File: config.mk
export PLATFORM = sky130hd
export DESIGN_NAME = pint_port
export DESIGN_NICKNAME = d
export VERILOG_FILES = /design/src/rtl/pint_pkg.sv /design/src/rtl/pint_sync.sv /design/src/rtl/pint_detect.sv /design/src/rtl/pint_flags.sv /design/src/rtl/pint_regs.sv /design/src/rtl/pint_port.sv
export SDC_FILE = /design/constraint.sdc
export NUM_CORES = 1
export LEC_CHECK = 0
export BUFFER_PORTS_ARGS = -buffer_cell sky130_fd_sc_hd__buf_2
export CAP_MARGIN = 20
export CORE_UTILIZATION = 58
export CTS_BUF_LIST = sky130_fd_sc_hd__clkbuf_2 sky130_fd_sc_hd__clkbuf_4 sky130_fd_sc_hd__clkbuf_8
export CTS_CLUSTER_SIZE = 25
export DETAILED_ROUTE_END_ITERATION = 8
export HOLD_SLACK_MARGIN = 0.08
export PLACE_DENSITY_LB_ADDON = 0.25
export RECOVER_POWER = 100
export SLEW_MARGIN = 30
export SYNTH_ARGS = -nofsm -noshare
export SYNTH_HDL_FRONTEND = slang
export SYNTH_SLANG_ARGS = --single-unit
File: constraint.sdc
create_clock -name clk_i -period 1.55 [get_ports clk_i]
set_input_delay 0.2325 -clock clk_i [delete_from_list [all_inputs] [get_ports clk_i]]
set_output_delay 0.2325 -clock clk_i [all_outputs]
set_load 0.005 [all_outputs]
File: src/rtl/pint_pkg.sv
package pint_pkg;
  localparam int SENSE_W = 3;

  typedef enum logic [SENSE_W-1:0] {
    SENSE_OFF  = 3'd0,
    SENSE_BOTH = 3'd1,
    SENSE_RISE = 3'd2,
    SENSE_FALL = 3'd3,
    SENSE_LOW  = 3'd4
  } sense_e;
endpackage

File: src/rtl/pint_sync.sv
module pint_sync #(
  parameter int WIDTH  = 8,
  parameter int STAGES = 2
) (
  input  logic             clk_i,
  input  logic             rst_ni,
  input  logic [WIDTH-1:0] d_i,
  output logic [WIDTH-1:0] q_o
);
  logic [WIDTH-1:0] stage_q [STAGES];

  always_ff @(posedge clk_i or negedge rst_ni) begin
    if (!rst_ni) begin
      for (int s = 0; s < STAGES; s++) stage_q[s] <= '0;
    end else begin
      stage_q[0] <= d_i;
      for (int s = 1; s < STAGES; s++) stage_q[s] <= stage_q[s-1];
    end
  end

  assign q_o = stage_q[STAGES-1];
endmodule

File: src/rtl/pint_detect.sv
module pint_detect
  import pint_pkg::*;
#(
  parameter int NUM_PINS = 8
) (
  input  logic                             clk_i,
  input  logic                             rst_ni,
  input  logic [NUM_PINS-1:0]              lvl_i,
  input  logic [NUM_PINS-1:0][SENSE_W-1:0] sense_i,
  output logic [NUM_PINS-1:0]              evt_o
);
  logic [NUM_PINS-1:0] prev_q;

  always_ff @(posedge clk_i or negedge rst_ni) begin
    if (!rst_ni) prev_q <= '0;
    else         prev_q <= lvl_i;
  end

  for (genvar p = 0; p < NUM_PINS; p++) begin : g_pin
    logic rise, fall;
    assign rise = lvl_i[p] & ~prev_q[p];
    assign fall = ~lvl_i[p] & prev_q[p];

    always_comb begin
      unique case (sense_i[p])
        SENSE_BOTH: evt_o[p] = rise | fall;
        SENSE_RISE: evt_o[p] = rise;
        SENSE_FALL: evt_o[p] = fall;
        SENSE_LOW:  evt_o[p] = ~lvl_i[p];
        default:    evt_o[p] = 1'b0; // off and reserved codes
      endcase
    end

    AST_RISE_ONLY: assert property (@(posedge clk_i) disable iff (!rst_ni)
      (evt_o[p] && sense_i[p] == SENSE_RISE) |-> (lvl_i[p] && !$past(lvl_i[p])));
    AST_FALL_ONLY: assert property (@(posedge clk_i) disable iff (!rst_ni)
      (evt_o[p] && sense_i[p] == SENSE_FALL) |-> (!lvl_i[p] && $past(lvl_i[p])));
    AST_LOW_FIRES: assert property (@(posedge clk_i) disable iff (!rst_ni)
      (sense_i[p] == SENSE_LOW && !lvl_i[p]) |-> evt_o[p]);
    AST_OFF_QUIET: assert property (@(posedge clk_i) disable iff (!rst_ni)
      (sense_i[p] == SENSE_OFF || sense_i[p] > SENSE_LOW) |-> !evt_o[p]);
  end
endmodule

File: src/rtl/pint_flags.sv
module pint_flags #(
  parameter int NUM_PINS = 8
) (
  input  logic                clk_i,
  input  logic                rst_ni,
  input  logic [NUM_PINS-1:0] set_i,
  input  logic [NUM_PINS-1:0] clr_i,
  output logic [NUM_PINS-1:0] flag_o
);
  logic [NUM_PINS-1:0] flag_q;

  // set has priority over a same-cycle clear
  always_ff @(posedge clk_i or negedge rst_ni) begin
    if (!rst_ni) flag_q <= '0;
    else         flag_q <= (flag_q & ~clr_i) | set_i;
  end

  assign flag_o = flag_q;

  for (genvar p = 0; p < NUM_PINS; p++) begin : g_chk
    AST_SET_WINS: assert property (@(posedge clk_i) disable iff (!rst_ni)
      set_i[p] |=> flag_q[p]);
    AST_STICKY: assert property (@(posedge clk_i) disable iff (!rst_ni)
      (flag_q[p] && !clr_i[p]) |=> flag_q[p]);
    AST_CLEAR_TAKES: assert property (@(posedge clk_i) disable iff (!rst_ni)
      (clr_i[p] && !set_i[p]) |=> !flag_q[p]);
    AST_NO_SPURIOUS: assert property (@(posedge clk_i) disable iff (!rst_ni)
      (!flag_q[p] && !set_i[p]) |=> !flag_q[p]);
  end
endmodule

File: src/rtl/pint_regs.sv
module pint_regs
  import pint_pkg::*;
#(
  parameter int NUM_PINS = 8,
  parameter int ADDR_W   = 4,
  parameter int DATA_W   = 8
) (
  input  logic                             clk_i,
  input  logic                             rst_ni,
  input  logic [ADDR_W-1:0]                addr_i,
  input  logic                             we_i,
  input  logic [DATA_W-1:0]                wdata_i,
  output logic [DATA_W-1:0]                rdata_o,
  input  logic [NUM_PINS-1:0]              flags_i,
  output logic [NUM_PINS-1:0][SENSE_W-1:0] sense_o,
  output logic [NUM_PINS-1:0]              clr_o
);
  localparam logic [ADDR_W-1:0] FLAG_ADDR = '0;

  logic [NUM_PINS-1:0][SENSE_W-1:0] sense_q;
  logic                             flag_sel;

  assign flag_sel = (addr_i == FLAG_ADDR);
  assign clr_o    = (we_i && flag_sel) ? wdata_i[NUM_PINS-1:0] : '0;

  for (genvar p = 0; p < NUM_PINS; p++) begin : g_ctrl
    localparam logic [ADDR_W-1:0] MY_ADDR = ADDR_W'(p + 1);

    always_ff @(posedge clk_i or negedge rst_ni) begin
      if (!rst_ni)                         sense_q[p] <= SENSE_OFF;
      else if (we_i && addr_i == MY_ADDR)  sense_q[p] <= wdata_i[SENSE_W-1:0];
    end

    AST_CTRL_HOLD: assert property (@(posedge clk_i) disable iff (!rst_ni)
      !(we_i && addr_i == MY_ADDR) |=> $stable(sense_q[p]));
  end

  assign sense_o = sense_q;

  always_comb begin
    rdata_o = '0;
    if (flag_sel) rdata_o[NUM_PINS-1:0] = flags_i;
    for (int p = 0; p < NUM_PINS; p++) begin
      if (addr_i == ADDR_W'(p + 1)) rdata_o[SENSE_W-1:0] = sense_q[p];
    end
  end
endmodule

File: src/rtl/pint_port.sv
module pint_port
  import pint_pkg::*;
#(
  parameter int NUM_PINS    = 8,
  parameter int SYNC_STAGES = 2,
  parameter int DATA_W      = 8,
  parameter int ADDR_W      = $clog2(NUM_PINS + 1)
) (
  input  logic                clk_i,
  input  logic                rst_ni,
  input  logic [NUM_PINS-1:0] pins_i,
  input  logic [ADDR_W-1:0]   bus_addr_i,
  input  logic                bus_we_i,
  input  logic [DATA_W-1:0]   bus_wdata_i,
  output logic [DATA_W-1:0]   bus_rdata_o,
  output logic                irq_o
);
  logic [NUM_PINS-1:0]              lvl;
  logic [NUM_PINS-1:0]              evt;
  logic [NUM_PINS-1:0]              clr;
  logic [NUM_PINS-1:0]              flags;
  logic [NUM_PINS-1:0][SENSE_W-1:0] sense;

  pint_sync #(.WIDTH(NUM_PINS), .STAGES(SYNC_STAGES)) u_sync (
    .clk_i (clk_i),
    .rst_ni(rst_ni),
    .d_i   (pins_i),
    .q_o   (lvl)
  );

  pint_detect #(.NUM_PINS(NUM_PINS)) u_detect (
    .clk_i  (clk_i),
    .rst_ni (rst_ni),
    .lvl_i  (lvl),
    .sense_i(sense),
    .evt_o  (evt)
  );

  pint_flags #(.NUM_PINS(NUM_PINS)) u_flags (
    .clk_i (clk_i),
    .rst_ni(rst_ni),
    .set_i (evt),
    .clr_i (clr),
    .flag_o(flags)
  );

  pint_regs #(.NUM_PINS(NUM_PINS), .ADDR_W(ADDR_W), .DATA_W(DATA_W)) u_regs (
    .clk_i  (clk_i),
    .rst_ni (rst_ni),
    .addr_i (bus_addr_i),
    .we_i   (bus_we_i),
    .wdata_i(bus_wdata_i),
    .rdata_o(bus_rdata_o),
    .flags_i(flags),
    .sense_o(sense),
    .clr_o  (clr)
  );

  assign irq_o = |flags;

  AST_IRQ_CAUSE: assert property (@(posedge clk_i) disable iff (!rst_ni)
    $rose(irq_o) |-> $past(|evt));
  AST_IRQ_HOLD: assert property (@(posedge clk_i) disable iff (!rst_ni)
    (irq_o && (flags & ~clr) != '0) |=> irq_o);
  AST_IRQ_DROP: assert property (@(posedge clk_i) disable iff (!rst_ni)
    (irq_o && (flags & ~clr) == '0 && evt == '0) |=> !irq_o);
endmodule

==> flow_metrics.tcl, run 1 <==
set metrics [dict create \
    grt_usage_pct 24.3 \
    power.switching_mw 0.995 \
    leakage_nw 1.61 \
    nets 363 \
    start_kind "register" \
    rows 25 \
    utilization_pct 74.5 \
    ios 32 \
    yosysSeqAreaShare_pct 49.1 \
    rsz0062_at_grt "yes" \
    maxCapViolCount 0 \
    cts.sinks 56 \
    drc 0 \
    cp.arrival_ns 1.66 \
    synthesis.area_um2 2850 \
    grt-ovfl-total 0 \
    p_sw_share_pct 29.0 \
    avgRoutedWirePerCell_um 15.3 \
    min_period_ns 1.89 \
    cp_num_cells 5 \
    place_area_um2 3240 \
    critPathCaptureType "primary output" \
    cts.htree.levels 2 \
    min_period_over_period_pct 122 \
    die_x_um 72.1 \
    start_util_pct 60.4 \
    drt_first_pass_iters 4 \
    cts_tree "built" \
    cts_made_buffers 5 \
    worstMarginPinSlew_ns 0.747 \
    root_buffer "clkbuf_8" \
    synth_cell_types 43 \
    syn_nets 299 \
    clock_power_share_pct 23.6 \
    dp.cells 370 \
    clockBufferDepth 2 \
    syn_inst 260 \
    powerDensity_nw_per_um2 975 \
    fin_tns_setup_ns -0.666 \
    critical_path_class "register to primary output" \
    grt_pass1_vias 2112 \
    path_clk_slew_ns 0.09 \
    final_hold_viol_count 0 \
    crit_path_max_fanout 2 \
    p_int_mw 2.44 \
    hold_path_depth 3 \
    run_status "finished, violations left" \
    core_area_um2 4720 \
    insertion_delay_ns 0.30 \
    place_ws_ns -0.208 \
    hpwl_um 4250 \
    area_growth_pct 23.4 \
    rr_worst_depth 6 \
    drtIter0Drc 161 \
    crit_chain "mux2_4 > mux2i_1 > a211oi_1 > a221o_1 > buf_2" \
    vias_per_cell 5.56 \
    worst_slack_ns -0.344 \
    layout.cells.non_filler 392 \
    cp_slowest_cell "dfrtp_1" \
    antenna_found_initial 0 \
    n_fill_cell 319 \
    place_congestion 0.871 \
    fin_skew_ns 0.00297 \
    yosys_warnings 0 \
    grt_pass1_wl_um 9650 \
    fp.dieArea_um2 5200 \
    drt_wl_total_um 5980 \
    slew_viol_final 0 \
    dieHeight_um 72.1 \
    ys_ff_latch 56 \
    grt_max_degree 57 \
    violations "setup timing" \
    max-vdd-ir-drop_uv 594 \
    hold_class "input port to register" \
    crit_buf_inv 1 \
    final_area_um2 3520 \
    crit_path_max_incr_delay_ns 0.40 \
    seq_power_share_pct 54.4 \
    port_buffers 31 \
    crit_family "compound AO/OA/AOI/OAI gates" \
    p_comb_share_pct 22.0 \
    max-slew-margin-rel_pct 50.2 \
    required_ns 1.32 \
    syn_area_per_cell_um2 11.0 \
    antennaDiodeCount 0 \
    routed-via-count 2180 \
    ant_nets 0 \
    drive_above_1_share_pct 32.0 \
    max_freq_mhz 528 \
    setup_viol 3 \
]
==> layer usage <==
metal | GRT usage [%] | wire length (um)
met1 | 32.6 | 2770
met2 | 39.8 | 2870
met3 | 5.00 | 262
met4 | 7.63 | 76
met5 | 0 | 0
==> synthesized netlist by cell type, drive strengths merged <==
| cell type | count | area (um2) |
|---|---|---|
| nor3 | 7 | 50.1 |
| nand4b | 3 | 26.3 |
| o221ai | 3 | 26.3 |
| ha | 16 | 200 |
| a221o | 3 | 30.0 |
| or3b | 1 | 8.76 |
| dfrtp | 56 | 1400 |
| mux2i | 6 | 60.1 |
| nor4b | 2 | 38.8 |
| a22o | 4 | 35.0 |
| nor3b | 6 | 45.0 |
| a32o | 1 | 10.0 |
| nor2b | 5 | 31.3 |
| nand2 | 18 | 67.6 |
| mux2 | 23 | 259 |
| nand2b | 1 | 6.26 |
| clkbuf | 3 | 11.3 |
| nor4 | 6 | 52.6 |
| o21ai | 13 | 65.1 |
| a311o | 1 | 10.0 |
| nand3 | 4 | 20.0 |
| o22ai | 4 | 25.0 |
| nor2 | 17 | 63.8 |
| and2 | 6 | 40.0 |
| buf | 7 | 43.8 |
| a31oi | 1 | 6.26 |
| a211oi | 3 | 22.5 |
| or4b | 1 | 10.0 |
| a21boi | 1 | 7.51 |
| a211o | 2 | 17.5 |
| inv | 22 | 82.6 |
| a21oi | 11 | 55.1 |
| nand3b | 2 | 15.0 |
| a2111oi | 1 | 8.76 |
==> kinds of logic (layout without fill, tap and decap cells) <==
| kind of cell | Yosys count | in the layout | share of synthesized area (%) |
|---|---|---|---|
| adders and majority gates | 16 | 16 | 7.02 |
| buffers and inverters | 32 | 97 | 4.82 |
| and+or+nand+nor | 79 | 79 | 16.7 |
| muxes | 29 | 29 | 11.2 |
| AOI/OAI and AO/OA | 48 | 48 | 11.2 |
| DFF | 56 | 56 | 49.1 |
==> final cells by class <==
class | count | area, um2 | share of cell area (%)
clock buffer | 6 | 82.6 | 2.35
clock inverter | 2 | 10.0 | 0.284
inverter | 22 | 82.6 | 2.35
multi-input combinational | 172 | 1370 | 39.0
sequential | 56 | 1410 | 39.9
tap | 67 | 83.8 | 2.38
timing repair buffer | 67 | 483 | 13.7
==> power groups by stage <==
stage / clock network, mW / registers [mW] / logic (mW)
after detailed placement: 0 / 1.88 / 0.679
after CTS: 0.831 / 1.86 / 0.713
after floorplan: 0 / 1.83 / 0.428
final: 0.810 / 1.87 / 0.754
after global placement: 0 / 1.87 / 0.657
after global routing: 0.884 / 1.89 / 0.837
==> layout by cell type (no fill, tap or decap), types with 3 or more instances in the layout <==
cell type      count
dlygate4sd3_1      9
buf_2             27
nand4b_1           3
a21oi_1           10
mux2_1             3
o22ai_1            4
dfrtp_2            3
ha_1              16
nor2b_1            5
mux2i_1            4
clkbuf_8           6
nand3_1            4
dfrtp_1           53
and2_1             5
mux2_2            19
o221ai_1           3
o21ai_1            3
a22o_1             4
a221o_1            3
nand2_1           18
nor2_1            17
o21ai_0           10
nor4_2             4
inv_1             21
buf_4             24
nor3_1             6
nor3b_1            6
==> sequential cells by signal, indices dropped and copies added (netlist names) <==
signal           count
u_sync.stage_q       8
u_sync.q_o           8
u_regs.sense_o      24
u_flags.flag_o       8
u_detect.prev_q      8
==> worst register-to-register path: cells and delay by family, from the launching register on <==
kind / cells / cell delay (ns)
compound gates: 3 / 0.61
buf+inv: 2 / 0.27
simple gates: 1 / 0.04
flops: 1 / 0.44
==> final timing paths <==
kind / endpoint / slack [ns] / from
max: bus_rdata_o[0] / -0.34 / u_regs.sense_o[3]
min: u_flags.flag_o[5] / 0.20 / bus_wdata_i[5]
max reg2reg: u_flags.flag_o[2] / 0.08 / u_regs.sense_o[7]
min reg2reg: u_sync.q_o[3] / 0.35 / u_sync.stage_q[11]
max in group asynchronous: u_regs.sense_o[7] / 0.38 / rst_ni
min in group asynchronous: u_sync.stage_q[14] / 0.61 / rst_ni
==> metrics by stage <==
| stage | power, mW | hold WS, ns |
|---|---|---|
| global route | 3.61 | 0.212 |
| detailed placement | 2.56 | 0.253 |
| finish | 3.43 | 0.204 |
| floorplan | 2.26 | -0.0631 |
| global placement | 2.53 | 0.252 |
| CTS | 3.41 | 0.201 |
==> repair_timing <==
action                                  4_1_cts  5_1_grt
pin swaps                                     4        5
endpoints found under the hold margin        64        0
cloned                                        0        0
gates resized for setup                       9       17
endpoints found under the setup margin        4       10
hold buffers                                  9        0
buffers inserted                              0        5
Note: power is estimated with default switching activity, not from simulation.
==> run 2, diff against run 1 <==
Settings changed: CORE_UTILIZATION 58 to 40, SETUP_SLACK_MARGIN set to 0.02.
==> run 2 against run 1 <==
The run still ends with setup timing left. Via count is 1.1% lower. Combinational power grew 3.3%. Total power is 1.7% higher. Cell count rose by 9.7%. Worst hold slack got worse by 0.0066 ns. Die area is 44% higher. Core utilization down 21 points. Non-clock buffer count increased by 9. Global-route usage shrank 6.2 points. Routed wire length increased by 4.6%. Count of clock-buffer cells in the layout grew 2. Maximum frequency shrank 1.1%.
==> flow_metrics.tcl, run 2 (synthesized netlist as in run 1, its figures left out) <==
set metrics [dict create \
    hold_class "input port to register" \
    core_area_um2 6830 \
    mostFrequentLayoutCells "dfrtp_1 (53), buf_4 (31), buf_2 (28)" \
    cts.htree.levels 2 \
    fp.dieArea_um2 7470 \
    max-slew-margin-rel_pct 49.2 \
    min_period_ns 1.91 \
    drt_wl_total_um 6260 \
    r2r-end "u_flags.flag_o[2]" \
    max-vdd-ir-drop_uv 445 \
    critPathLaunch "u_regs.sense_o[3]" \
    nets 372 \
    min_period_over_period_pct 124 \
    drt_first_pass_iters 4 \
    drtIter0Drc 108 \
    ant_nets 0 \
    run_status "finished, violations left" \
    fin_tns_setup_ns -0.706 \
    final_hold_viol_count 0 \
    worst_hold_startpoint "bus_wdata_i[5]" \
    grt_max_degree 57 \
    leakage_nw 1.67 \
    antenna_found_initial 0 \
    cts_tree "built" \
    crit_path_end "bus_rdata_o[0]" \
    cp.arrival_ns 1.68 \
    max_freq_mhz 522 \
    grt_pass1_wl_um 10200 \
    cts_made_buffers 5 \
    avgRoutedWirePerCell_um 14.6 \
    place_congestion 0.824 \
    critical_path_class "register to primary output" \
    path_clk_slew_ns 0.09 \
    grt_pass1_vias 2007 \
    port_buffers 31 \
    maxCapViolCount 0 \
    rsz0062_at_grt "yes" \
    rows 30 \
    antennaDiodeCount 0 \
    crit_path_max_incr_delay_ns 0.40 \
    place_ws_ns -0.200 \
    required_ns 1.32 \
    clockBufferDepth 2 \
    die_x_um 86.5 \
    worst_slack_ns -0.365 \
    worstMarginPinSlew_ns 0.762 \
    rrSetupSlack_ns 0.11 \
    final_common_cell "dfrtp_1" \
    slew_viol_final 0 \
    cts.sinks 56 \
    hpwl_um 4340 \
    hold_path_depth 3 \
    powerDensity_nw_per_um2 961 \
    setup_viol 4 \
    largest_register_ff_count 24 \
    crit_chain "mux2_4 > mux2i_1 > a211oi_2 > a221o_1 > buf_2" \
    fin_skew_ns 0.00538 \
    start_util_pct 41.8 \
    root_buffer "clkbuf_8" \
    drc 0 \
    grt-ovfl-total 0 \
    rr_worst_depth 4 \
    dieHeight_um 86.5 \
    vias_per_cell 5.02 \
    r2r_start "u_sync.q_o[2]" \
    crit_path_max_fanout 2 \
    violations "setup timing" \
    ios 32 \
    area_growth_pct 27.2 \
    insertion_delay_ns 0.31 \
    critPathCaptureType "primary output" \
    drive_above_1_share_pct 34.1 \
    grt_usage_pct 18.1 \
    start_kind "register" \
    cp_slowest_cell "dfrtp_1" \
    routed-via-count 2157 \
]
[run 2: changes by cell type in the layout (fill, tap and decap cells not counted), sizes merged]
cell | before | now
clkinv | 2 | 0
buf | 55 | 64
clkbuf | 9 | 11
[run 2: how the worst min path moves through the flow]
stage,end
after global placement,u_detect.prev_q[7]
after global routing,u_flags.flag_o[5]
after CTS,u_flags.flag_o[5]
after detailed placement,u_flags.flag_o[7]
final,u_flags.flag_o[5]
after floorplan,u_detect.prev_q[0]
[run 2: through the flow]
step | std cells | utilization (%) | area (um2) | power (mW) | hold WS [ns]
floorplan | 260 | - | 2850 | 2.26 | -0.0631
global placement | 402 | 47.9 | 3270 | 2.54 | 0.255
detailed placement | 402 | 47.9 | 3270 | 2.56 | 0.259
CTS | 422 | 51.6 | 3530 | 3.48 | 0.195
global route | 430 | 53.1 | 3630 | 3.69 | 0.214
finish | 430 | 53.1 | 3630 | 3.49 | 0.197
[run 2: power breakdown]
group	switching (mW)	internal [mW]	leakage, nW
logic	0.342	0.437	0.973
clock network	0.455	0.401	0.0523
registers	0.198	1.66	0.643
[run 2: critical path: cells and delay by family (launching register included)]
family	cells	cell delay (ns)
flip-flops	1	0.40
multiplexers	2	0.43
AO/OA/AOI/OAI	2	0.42
buffers and inverters	1	0.13
[run 2: area by class of cell]
type	count	area, um2
Fill cell	644	3200
Inverter	22	82.6
Timing Repair Buffer	76	547
Clock buffer	8	97.6
Multi-Input combinational cell	172	1380
Sequential cell	56	1410
Tap cell	96	120
[run 2: repair_timing]
action / in CTS / in global routing
resized for setup: 10 / 17
pin swaps: 5 / 6
setup endpoints to repair: 4 / 10
hold endpoints to repair: 64 / 0
hold buffers: 9 / 0
buffers inserted: 3 / 8
[run 2: per-layer routing]
layer | track usage [%] | routed length (um)
met1 | 25.2 | 3020
met2 | 28.4 | 2880
met3 | 3.71 | 272
met5 | 0 | 0
met4 | 5.45 | 82
==> run 3, diff against run 2 <==
Settings changed: CELL_PAD_IN_SITES_DETAIL_PLACEMENT set to 2, CELL_PAD_IN_SITES_GLOBAL_PLACEMENT set to 2.
==> run 3 against run 2 <==
The flow still finishes with violations (setup timing). Via count grew 11%. Maximum frequency shrank 5.1%. Worst setup slack lost 0.10 ns. Core utilization grew 1.2 points. Worst hold slack gained 0.024 ns. Sequential share of layout area shrank 0.89 points. Total power grew 6.4%. Critical path depth is the same. Critical path type unchanged. Largest power group unchanged. Highest routed layer unchanged.
==> flow_metrics.tcl, run 3 (synthesized netlist as in run 1, its figures left out) <==
set metrics [dict create \
    nets 381 \
    area_growth_pct 30.2 \
    grt_pass1_wl_um 14000 \
    rows 30 \
    dp.cells 406 \
    layout.cells.non_filler 439 \
    critical_path_class "register to primary output" \
    drc 0 \
    r2r-end "u_flags.flag_o[7]" \
    vias_per_cell 5.46 \
    start_util_pct 41.8 \
    fin_skew_ns 0.00878 \
    p_comb_share_pct 25.7 \
    violations "setup timing" \
    max-slew-margin-rel_pct 47.4 \
    seq_power_share_pct 51.2 \
    crit_path_max_incr_delay_ns 0.41 \
    die_x_um 86.5 \
    cts_made_buffers 5 \
    powerDensity_nw_per_um2 1000 \
    critPathLaunch "u_regs.sense_o[3]" \
    max_freq_mhz 496 \
    antennaDiodeCount 0 \
    insertion_delay_ns 0.32 \
    core_area_um2 6830 \
    place_congestion 0.801 \
    ios 32 \
    crit_family "multiplexers" \
    path_clk_slew_ns 0.11 \
    max-vdd-ir-drop_uv 489 \
    dieHeight_um 86.5 \
    drt_first_pass_iters 4 \
    p_int_mw 2.50 \
    crit_buf_inv 1 \
    hpwl_um 5810 \
    fp.dieArea_um2 7470 \
    drtIter0Drc 131 \
    rsz0062_at_grt "yes" \
    rr_worst_depth 6 \
    drive_above_1_share_pct 37.6 \
    r2r_start "u_sync.q_o[7]" \
    clock_power_share_pct 23.1 \
    maxCapViolCount 0 \
    grt_max_degree 57 \
    utilization_pct 54.4 \
    worst_slack_ns -0.468 \
    clockBufferDepth 2 \
    antenna_found_initial 0 \
    hold_class "input port to register" \
    cp_num_cells 5 \
    critPathCaptureType "primary output" \
    crit_path_max_fanout 2 \
    min_period_over_period_pct 130 \
    n_fill_cell 684 \
    cts_tree "built" \
    setup_viol 8 \
    drt_wl_total_um 10400 \
    run_status "finished, violations left" \
    worstMarginPinSlew_ns 0.789 \
    root_buffer "clkbuf_8" \
    crit_path_end "bus_rdata_o[0]" \
    mostFrequentLayoutCells "dfrtp_1 (53), buf_4 (38), buf_2 (27)" \
    cp.arrival_ns 1.79 \
    multi_input_area_um2 1410 \
    largest_register_ff_count 24 \
    grt-ovfl-total 0 \
    final_hold_viol_count 0 \
    avgRoutedWirePerCell_um 23.7 \
    cts.sinks 56 \
    p_sw_share_pct 32.6 \
    rrSetupSlack_ns 0.04 \
    ant_nets 0 \
    start_kind "register" \
    grt_usage_pct 25.0 \
    power.switching_mw 1.21 \
    grt_pass1_vias 2586 \
    leakage_nw 1.70 \
    min_period_ns 2.02 \
    slew_viol_final 0 \
    seqCellArea_um2 1410 \
    port_buffers 31 \
    cp_slowest_cell "dfrtp_1" \
    required_ns 1.32 \
    cts.htree.levels 2 \
    crit_chain "mux2_4 > mux2i_1 > a211oi_2 > a221o_1 > buf_2" \
    routed-via-count 2398 \
    final_common_cell "dfrtp_1" \
]
run 3: final cells by class:
| type | count | share of cell area (%) |
|---|---|---|
| clock buffers | 7 | 2.26 |
| well taps | 96 | 3.23 |
| multi-input cells | 172 | 37.9 |
| clock inverters | 1 | 0.236 |
| flip-flops and latches | 56 | 37.8 |
| repair buffers | 85 | 16.4 |
| inverters | 22 | 2.22 |
run 3: per-stage QoR:
stage          power (mW)  TNS, ns  hold slack [ns]  area [um2]  worst slack [ns]
2_1_floorplan        2.26        0          -0.0631        2850            0.0549
3_3_place_gp         2.57   -0.427            0.260        3300            -0.133
3_5_place_dp         2.63   -0.943            0.259        3300            -0.207
4_1_cts              3.59   -0.948            0.208        3610            -0.381
5_1_grt              3.88    -1.47            0.231        3710            -0.523
6_report             3.71    -1.01            0.221        3710            -0.468
run 3: how the worst min path moves through the flow:
stage	startpoint	endpoint	slack [ns]	cells after the start
floorplan	rst_ni	u_detect.prev_q[0]	-0.06	0
global placement	rst_ni	u_detect.prev_q[7]	0.26	2
detailed placement	rst_ni	u_sync.stage_q[14]	0.26	2
CTS	bus_wdata_i[6]	u_flags.flag_o[6]	0.21	3
global route	bus_wdata_i[5]	u_flags.flag_o[5]	0.23	3
finish	bus_wdata_i[5]	u_flags.flag_o[5]	0.22	3
run 3: power groups by stage:
stage / logic, mW / registers (mW) / clock network, mW
2_1_floorplan: 0.428 / 1.83 / 0
3_3_place_gp: 0.686 / 1.88 / 0
3_5_place_dp: 0.733 / 1.90 / 0
4_1_cts: 0.846 / 1.86 / 0.883
5_1_grt: 1.04 / 1.92 / 0.926
6_report: 0.955 / 1.90 / 0.859
run 3: metal layers:
metal	GRT usage (%)	routed length (um)
met1	31.0	4270
met2	44.2	5520
met3	4.67	333
met4	7.73	255
met5	0	0
run 3: worst register-to-register path, cell delays in order, from the launching register on:
cell	delay, ns
dfrtp_1	0.42
inv_1	0.06
ha_1	0.20
nand2_1	0.11
o21ai_0	0.15
a21oi_1	0.25
o221ai_1	0.18
run 3: repair_timing:
item	in CTS	in global routing
pin swaps	9	4
hold endpoints to repair	64	0
setup buffers	8	9
gates resized for setup	14	17
endpoints found under the setup margin	9	11
hold buffers	9	0
